==> src/rtl/bovp_pkg.sv <==
package bovp_pkg;

  typedef enum logic {
    ST_RUN  = 1'b0,
    ST_HOLD = 1'b1
  } bovp_state_e;

  // converts a millivolt level into an ADC code for a given LSB size
  function automatic int mv_to_code(input int mv, input int lsb_mv);
    return mv / lsb_mv;
  endfunction

endpackage

==> src/rtl/bovp_thresh.sv <==
module bovp_thresh #(
  parameter int CODE_W       = 10,
  parameter int LO_TRIP_CODE = 498,
  parameter int LO_REC_CODE  = 390,
  parameter int HI_TRIP_CODE = 896,
  parameter int HI_REC_CODE  = 736
) (
  input  logic [CODE_W-1:0] smp_code,
  input  logic              hi_sel,
  output logic              over,
  output logic              low_ok
);
  localparam logic [CODE_W-1:0] LO_TRIP = LO_TRIP_CODE[CODE_W-1:0];
  localparam logic [CODE_W-1:0] LO_REC  = LO_REC_CODE[CODE_W-1:0];
  localparam logic [CODE_W-1:0] HI_TRIP = HI_TRIP_CODE[CODE_W-1:0];
  localparam logic [CODE_W-1:0] HI_REC  = HI_REC_CODE[CODE_W-1:0];

  logic [CODE_W-1:0] trip_lvl;
  logic [CODE_W-1:0] rec_lvl;

  always_comb begin
    trip_lvl = hi_sel ? HI_TRIP : LO_TRIP;
    rec_lvl  = hi_sel ? HI_REC  : LO_REC;
    over     = smp_code > trip_lvl;   // strict: at-limit is clean
    low_ok   = smp_code <= rec_lvl;
  end
endmodule

==> src/rtl/bovp_avg.sv <==
module bovp_avg #(
  parameter int TRIP_LVL = 320,
  parameter int UP_STEP  = 2,
  parameter int DN_STEP  = 1,
  parameter int CNT_W    = 9
) (
  input  logic clk,
  input  logic rst_n,
  input  logic step_en,
  input  logic fault,
  input  logic clear,
  output logic trip
);
  localparam logic [CNT_W-1:0] TRIP_C = TRIP_LVL[CNT_W-1:0];
  localparam logic [CNT_W-1:0] UP_C   = UP_STEP[CNT_W-1:0];
  localparam logic [CNT_W-1:0] DN_C   = DN_STEP[CNT_W-1:0];

  logic [CNT_W-1:0] cnt_q;
  logic [CNT_W-1:0] cnt_d;
  logic [CNT_W-1:0] sum;

  always_comb begin
    sum   = cnt_q + UP_C;
    cnt_d = cnt_q;
    trip  = 1'b0;
    if (step_en) begin
      if (fault) begin
        if (sum >= TRIP_C) begin
          cnt_d = TRIP_C;
          trip  = 1'b1;
        end else begin
          cnt_d = sum;
        end
      end else begin
        cnt_d = (cnt_q >= DN_C) ? (cnt_q - DN_C) : '0;
      end
    end
  end

  always_ff @(posedge clk) begin
    if (!rst_n || clear) cnt_q <= '0;
    else                 cnt_q <= cnt_d;
  end
endmodule

==> src/rtl/bovp_ctrl.sv <==
module bovp_ctrl
  import bovp_pkg::*;
(
  input  logic clk,
  input  logic rst_n,
  input  logic hi_line,
  input  logic acc,
  input  logic trip,
  input  logic low_ok,
  output logic hi_sel,
  output logic step_en,
  output logic clear,
  output logic smp_ready,
  output logic boost_en,
  output logic dim_full,
  output logic ovp_fault
);
  bovp_state_e state_q, state_d;
  logic hi_q, rdy_q, en_q, dim_q, flt_q;

  always_comb begin
    step_en = acc && (state_q == ST_RUN);
    clear   = acc && (state_q == ST_HOLD) && low_ok;
    state_d = state_q;
    if (step_en && trip) state_d = ST_HOLD;
    else if (clear)      state_d = ST_RUN;
  end

  always_ff @(posedge clk) begin
    if (!rst_n) begin
      state_q <= ST_RUN;
      hi_q    <= hi_line;   // range captured while reset is held
      rdy_q   <= 1'b0;
      en_q    <= 1'b1;
      dim_q   <= 1'b0;
      flt_q   <= 1'b0;
    end else begin
      state_q <= state_d;
      rdy_q   <= 1'b1;
      en_q    <= (state_d == ST_RUN);
      dim_q   <= (state_d == ST_HOLD);
      flt_q   <= (state_d == ST_HOLD);
    end
  end

  assign hi_sel    = hi_q;
  assign smp_ready = rdy_q;
  assign boost_en  = en_q;
  assign dim_full  = dim_q;
  assign ovp_fault = flt_q;
endmodule

==> src/rtl/boost_ovp_averager.sv <==
module boost_ovp_averager
  import bovp_pkg::*;
#(
  parameter int CODE_W     = 10,
  parameter int LSB_MV     = 500,
  parameter int LO_TRIP_MV = 249000,
  parameter int LO_REC_MV  = 195000,
  parameter int HI_TRIP_MV = 448000,
  parameter int HI_REC_MV  = 368000,
  parameter int SAMPLE_NS  = 10000,
  parameter int BOUND_NS   = 1600000,
  parameter int UP_STEP    = 2,
  parameter int DN_STEP    = 1
) (
  input  logic              clk,
  input  logic              rst_n,
  input  logic              hi_line,
  input  logic              smp_valid,
  output logic              smp_ready,
  input  logic [CODE_W-1:0] smp_code,
  output logic              boost_en,
  output logic              dim_full,
  output logic              ovp_fault
);
  localparam int LO_TRIP_CODE = mv_to_code(LO_TRIP_MV, LSB_MV);
  localparam int LO_REC_CODE  = mv_to_code(LO_REC_MV, LSB_MV);
  localparam int HI_TRIP_CODE = mv_to_code(HI_TRIP_MV, LSB_MV);
  localparam int HI_REC_CODE  = mv_to_code(HI_REC_MV, LSB_MV);
  localparam int BOUND_SMP    = BOUND_NS / SAMPLE_NS;
  localparam int TRIP_LVL     = UP_STEP * BOUND_SMP;
  localparam int CNT_W        = $clog2(TRIP_LVL + UP_STEP + 1);

  logic acc, hi_sel, over, low_ok, step_en, clear, trip;

  assign acc = smp_valid && smp_ready;

  bovp_thresh #(
    .CODE_W(CODE_W), .LO_TRIP_CODE(LO_TRIP_CODE), .LO_REC_CODE(LO_REC_CODE),
    .HI_TRIP_CODE(HI_TRIP_CODE), .HI_REC_CODE(HI_REC_CODE)
  ) u_thresh (
    .smp_code(smp_code), .hi_sel(hi_sel), .over(over), .low_ok(low_ok)
  );

  bovp_avg #(
    .TRIP_LVL(TRIP_LVL), .UP_STEP(UP_STEP), .DN_STEP(DN_STEP), .CNT_W(CNT_W)
  ) u_avg (
    .clk(clk), .rst_n(rst_n), .step_en(step_en), .fault(over),
    .clear(clear), .trip(trip)
  );

  bovp_ctrl u_ctrl (
    .clk(clk), .rst_n(rst_n), .hi_line(hi_line), .acc(acc), .trip(trip),
    .low_ok(low_ok), .hi_sel(hi_sel), .step_en(step_en), .clear(clear),
    .smp_ready(smp_ready), .boost_en(boost_en), .dim_full(dim_full),
    .ovp_fault(ovp_fault)
  );
endmodule

==> config.mk <==
export PLATFORM = sky130hd
export DESIGN_NAME = boost_ovp_averager
export DESIGN_NICKNAME = d
export VERILOG_FILES = /design/src/rtl/bovp_pkg.sv /design/src/rtl/bovp_thresh.sv /design/src/rtl/bovp_avg.sv /design/src/rtl/bovp_ctrl.sv /design/src/rtl/boost_ovp_averager.sv
export SDC_FILE = /design/constraint.sdc
export NUM_CORES = 1
export LEC_CHECK = 0
export CORE_MARGIN = 2
export CORE_UTILIZATION = 57
export CTS_BUF_LIST = sky130_fd_sc_hd__clkbuf_8
export DETAILED_ROUTE_END_ITERATION = 12
export PLACE_DENSITY = 0.83
export SYNTH_ARGS = -nofsm -noshare
export SYNTH_HDL_FRONTEND = slang
export SYNTH_SLANG_ARGS = --single-unit
export TNS_END_PERCENT = 10
==> constraint.sdc <==
create_clock -name clk -period 3.4 [get_ports clk]
set_input_delay 0.51 -clock clk [delete_from_list [all_inputs] [get_ports clk]]
set_output_delay 0.51 -clock clk [all_outputs]
set_load 0.01 [all_outputs]
After elaboration in Yosys (flattened, before gate mapping)
Index checks and enable logic that the tools add are counted.
Widths: inputs -> output; s select.
{"block": "word_totals", "reg_bits": 13, "in_bits": 14, "output_inout_bits": 4, "word_cells": 31}
{"block": "op_classes", "n_addsub": 2, "n_lt_le_gt_ge": 4, "muxes": 11, "bitwise_logic": 2, "n_reduce_logical": 7}
{"cell": "$mux 9", "count": 3}
{"cell": "$mux 10", "count": 2}
{"cell": "$gt 10x10->1", "count": 1}
{"cell": "$le 10x10->1", "count": 1}
{"cell": "$add 9x2->9 const B", "count": 1}
{"cell": "$ge 9x1->1 const B", "count": 1}
{"cell": "$ge 9x9->1 const B", "count": 1}
{"cell": "$sub 9x1->9 const B", "count": 1}
{"cell": "$mux 1", "count": 6}
{"cell": "$logic_and 1x1->1", "count": 5}
{"cell": "$not 1->1", "count": 2}
{"cell": "$logic_not 1->1", "count": 1}
{"cell": "$logic_or 1x1->1", "count": 1}

Logic depth before layout (Yosys ltp)
{"block": "depth", "word_depth": 8, "mapped_depth": 8, "mapped_depth_nobuf": 8}

By module
A second synthesis with hierarchy kept.
{"block": "unflattened", "hier_cells": 169, "hier_area_um2": 1337.5}
{"module": "bovp_avg", "instances": 1, "cells_per_inst": 123, "area_per_inst_um2": 928.4}
{"module": "bovp_thresh", "instances": 1, "cells_per_inst": 33, "area_per_inst_um2": 256.5}
{"module": "bovp_ctrl", "instances": 1, "cells_per_inst": 12, "area_per_inst_um2": 146.4}
{"module": "boost_ovp_averager", "instances": 1, "cells_per_inst": 1, "area_per_inst_um2": 6.3}

Least setup slack after synthesis
Ideal clock, no wire load.
{"block": "synth_path", "path_type": "reg-to-reg", "from": "register u_ctrl.hi_q, in the netlist u_ctrl.hi_sel", "to": "register u_avg.cnt_q[4]", "setup_time_ps": 95, "arrival_time_ps": 2170, "required_time_ps": 3305, "setup_slack_ps": 1134, "path_stages_with_launch": 9, "synth_period_minus_slack_ps": 2266, "cell_sequence": "edfxtp_1 inv_1 ha_1 o21bai_1 a221oi_1 o211ai_1 nor2_1 nand2_1 a221oi_1"}
{"block": "synth_between", "elab_chain_len": 4}
{"element": "from (decl)", "line_no": "bovp_ctrl.sv:19", "rtl": "logic hi_q, rdy_q, en_q, dim_q, flt_q;"}
{"element": "from (signal assigned)", "line_no": "bovp_ctrl.sv:32", "rtl": "hi_q <= hi_line;"}
{"element": "$mux 10", "line_no": "bovp_thresh.sv:23", "rtl": "rec_lvl = hi_sel ? HI_REC : LO_REC;"}
{"element": "$le 10x10->1", "line_no": "bovp_thresh.sv:25", "rtl": "low_ok = smp_code <= rec_lvl;"}
{"element": "$logic_and 1x1->1", "line_no": "bovp_ctrl.sv:23", "rtl": "clear = acc && (state_q == ST_HOLD) && low_ok;"}
{"element": "$logic_or 1x1->1", "line_no": "bovp_avg.sv:41", "rtl": "if (!rst_n || clear) cnt_q <= '0;"}
{"element": "to (signal assigned)", "line_no": "bovp_avg.sv:42", "rtl": "else cnt_q <= cnt_d;"}
{"element": "to (decl)", "line_no": "bovp_avg.sv:18", "rtl": "logic [CNT_W-1:0] cnt_q;"}
Several ways; a longest one is shown, not always the timed one.
A chain may end at the register's enable or synchronous reset.

Worst setup path after layout
{"block": "layout_path", "from": "input port smp_code[5]", "to": "register u_avg.cnt_q[3]"}
{"block": "layout_between", "elab_chain_len": 3}
{"element": "from (decl)", "line_no": "boost_ovp_averager.sv:20", "rtl": "input logic [CODE_W-1:0] smp_code,"}
{"element": "$le 10x10->1", "line_no": "bovp_thresh.sv:25"}
{"element": "$logic_and 1x1->1", "line_no": "bovp_ctrl.sv:23"}
{"element": "$logic_or 1x1->1", "line_no": "bovp_avg.sv:41"}
Several ways; a longest one is shown, not always the timed one.

==> summary.txt <==
Syn. warnings - 0
total grt overflow - 0
WL/cell - 15.3 µm
post-synthesis sequential area ratio - 0.220
Placed Instances - 198
internal power - 0.333 mW
Pwr Density - 362 nW/µm²
ANT cells - 0
Root Driver - clkbuf_8
die area - 2540 µm²
Synth Area in Adders - 0.143
CTS sink count - 13
CP max FO - 7
pre-CTS setup slack - 0.445 ns
total CTS buffers - 3
clock buffer depth - 2
number of synthesized flops with an enable pin - 1
min Tclk post-route - 2.75 ns
Mapped Nets - 189
Mapped Cells - 161
H-tree depth - 1
max frequency - 0.363 GHz
setup violators final - 0
total power - 0.521 mW
Flop pwr share - 0.361
post-synthesis mux area share - 0
HPWL after DPL - 2320 µm
commonest non-fill, non-tap cell in the layout - clkdlybuf4s50_1
Psw - 0.188 mW
Layout Nets - 204
mapped cell area - 1230 µm²
Leakage Power - 0.553 nW
later-pin clock latency in the skew report - 0.24 ns
largest family of logic cells by synthesized area - simple AND/OR/NAND/NOR gates
Final Max Tran Viols - 0
final wirelength - 3080 µm
GRT Util Overall - 0.252
critical path class - input pin to flop
Rel. slew slack - 0.498
final period utilization - 0.810
max_cap viols - 0
die width - 50.4 µm
outcome - complete, no violations
logic gate share of total power - 0.371
drt first-iter violations - 70
final setup TNS - 0 ns
PortBufs - 17
nature of the critical path endpoint - flop
largest net degree at the start of global routing - 13
DRC viols - 0
Worst-Margin Slew - 0.751 ns
layout overhead on the synthesized area - 17.1%
DR vias - 1288
Seq. cell area - 270 µm²
unrepaired setup endpoints after global routing - false
crit path DAT - 2.92 ns
Clk network pwr share - 0.267
Compound-Gate Fraction of Synth Area - 0.265
Clock Skew - 0.000286 ns
Multi-input gate area - 877 µm²
final worst slack - 0.646 ns
Core Footprint - 2000 µm²
I/O pin count - 18
clock-pin slew on the worst setup and hold paths - 0.06 ns
share of cells above drive strength 1 - 0.0514
startpoint types - input pin
CTS tree - built
antenna violations before repair - 0
maximum vdd drop - 363 µV
Post-Synth Simple-Gate Area - 0.293
Hold Path Class - flop to flop
Die Y - 50.4 µm
Hold Vio Cnt, Final - 0
Non-Filler Instances - 202
row count - 16
Pre-antenna DRT Iters - 4
Synth cell types - 51
switching share of power - 0.361
vias in the first global route - 1163
RD Place Congestion - 0.969
Resize count post-CTS - 0
Post-Synth XOR/XNOR Area - 0.0143
number of setup buffers added after CTS - 0
Hold Buf Count CTS - 0
first-pass GRT wire length - 5020 µm
register bit total from synthesis - 13
most frequent cells in the layout - clkdlybuf4s50_1 (17), nand2_1 (16), nor2_1 (15), ha_1 (14)
DR vias/cell - 6.38
Async S/R FF share, synth - 0
Initial Utilization - 0.613
antenna viol nets, final - 0
WP data required - 3.57 ns
Fill cells - 168
Synth Flop Type - dfxtp_1
Mapped Avg Cell Area - 7.62 µm²
## final timing paths
kind / from / to / slack (ns) / cells past startpoint
worst max register to register: u_ctrl.hi_sel / u_avg.cnt_q[3] / 0.74 / 8
worst min register to register: u_avg.cnt_q[6] / u_avg.cnt_q[6] / 0.58 / 2
worst max-delay path: smp_code[5] / u_avg.cnt_q[3] / 0.65 / 8
worst min-delay path: u_avg.cnt_q[6] / u_avg.cnt_q[6] / 0.58 / 2
## metrics by stage
step | utilization | instance area [µm²] | hold slack [ns]
after CTS | 0.718 | 1440 | 0.582
after detailed placement | 0.696 | 1390 | 0.574
final | 0.718 | 1440 | 0.580
after global routing | 0.718 | 1440 | 0.634
after global placement | 0.696 | 1390 | 0.564
after floorplan | - | 1230 | 0.529
## cells in the mapped netlist (2+ instances only)
cell type,instances,area share
a31oi_1,3,0.015
nor4_1,2,0.010
ha_1,14,0.14
nand4_1,2,0.010
nand3_1,7,0.029
nor2b_1,2,0.010
o22ai_1,3,0.015
nor3b_1,4,0.024
a21oi_1,10,0.041
a21o_1,2,0.012
nand2_1,16,0.049
o31ai_1,3,0.018
nor3_1,6,0.024
xor2_1,2,0.014
clkbuf_1,4,0.012
nor2_1,15,0.046
o211ai_1,2,0.012
inv_1,11,0.034
a221oi_1,3,0.021
dfxtp_1,12,0.20
nor4b_1,2,0.014
o21ai_0,7,0.029
## registers in the layout, summed over array words and instances, names as in the netlist
| name | flops |
|---|---|
| u_ctrl.boost_en | 1 |
| u_ctrl.smp_ready | 1 |
| u_ctrl.hi_sel | 1 |
| u_ctrl.state_q | 1 |
| u_avg.cnt_q | 9 |
## power groups by stage
stage	registers, mW	clock network [mW]	logic (mW)
after floorplan	0.179	0	0.146
after global placement	0.190	0	0.182
after global routing	0.190	0.145	0.216
after detailed placement	0.190	0	0.188
after CTS	0.187	0.139	0.190
final	0.188	0.139	0.193
## area by class of cell
cell class / instances / area share
multi-input combinational: 130 / 0.610
clock buffer: 3 / 0.0287
clock inverter: 1 / 0.00261
tap: 27 / 0.0235
inverter: 11 / 0.0287
sequential: 13 / 0.188
timing repair buffer: 17 / 0.118
## logic make-up (layout without fill, tap and decap cells)
group           after synthesis  in the layout
fa+ha+maj                    14             14
simple gates                 67             67
xor+xnor                      2              2
compound gates               47             47
buf+inv                      18             32
flops                        13             13
## layer usage
metal / up-vias / global-route usage / part of all wire
met4: 0 / 0.0360 / 0.0019
met1: 593 / 0.343 / 0.45
met2: 62 / 0.410 / 0.46
met5: - / 0 / 0
li1: 631 / - / -
met3: 2 / 0.0655 / 0.084
## worst max-delay path: stages
cell	delay [ns]
clkdlybuf4s50_1	0.43
ha_1	0.37
o21bai_1	0.18
a221oi_1	0.33
o211ai_1	0.25
nor2_1	0.44
a32oi_1	0.20
a21oi_1	0.21
No activity file was read; power rests on OpenSTA's default activity.
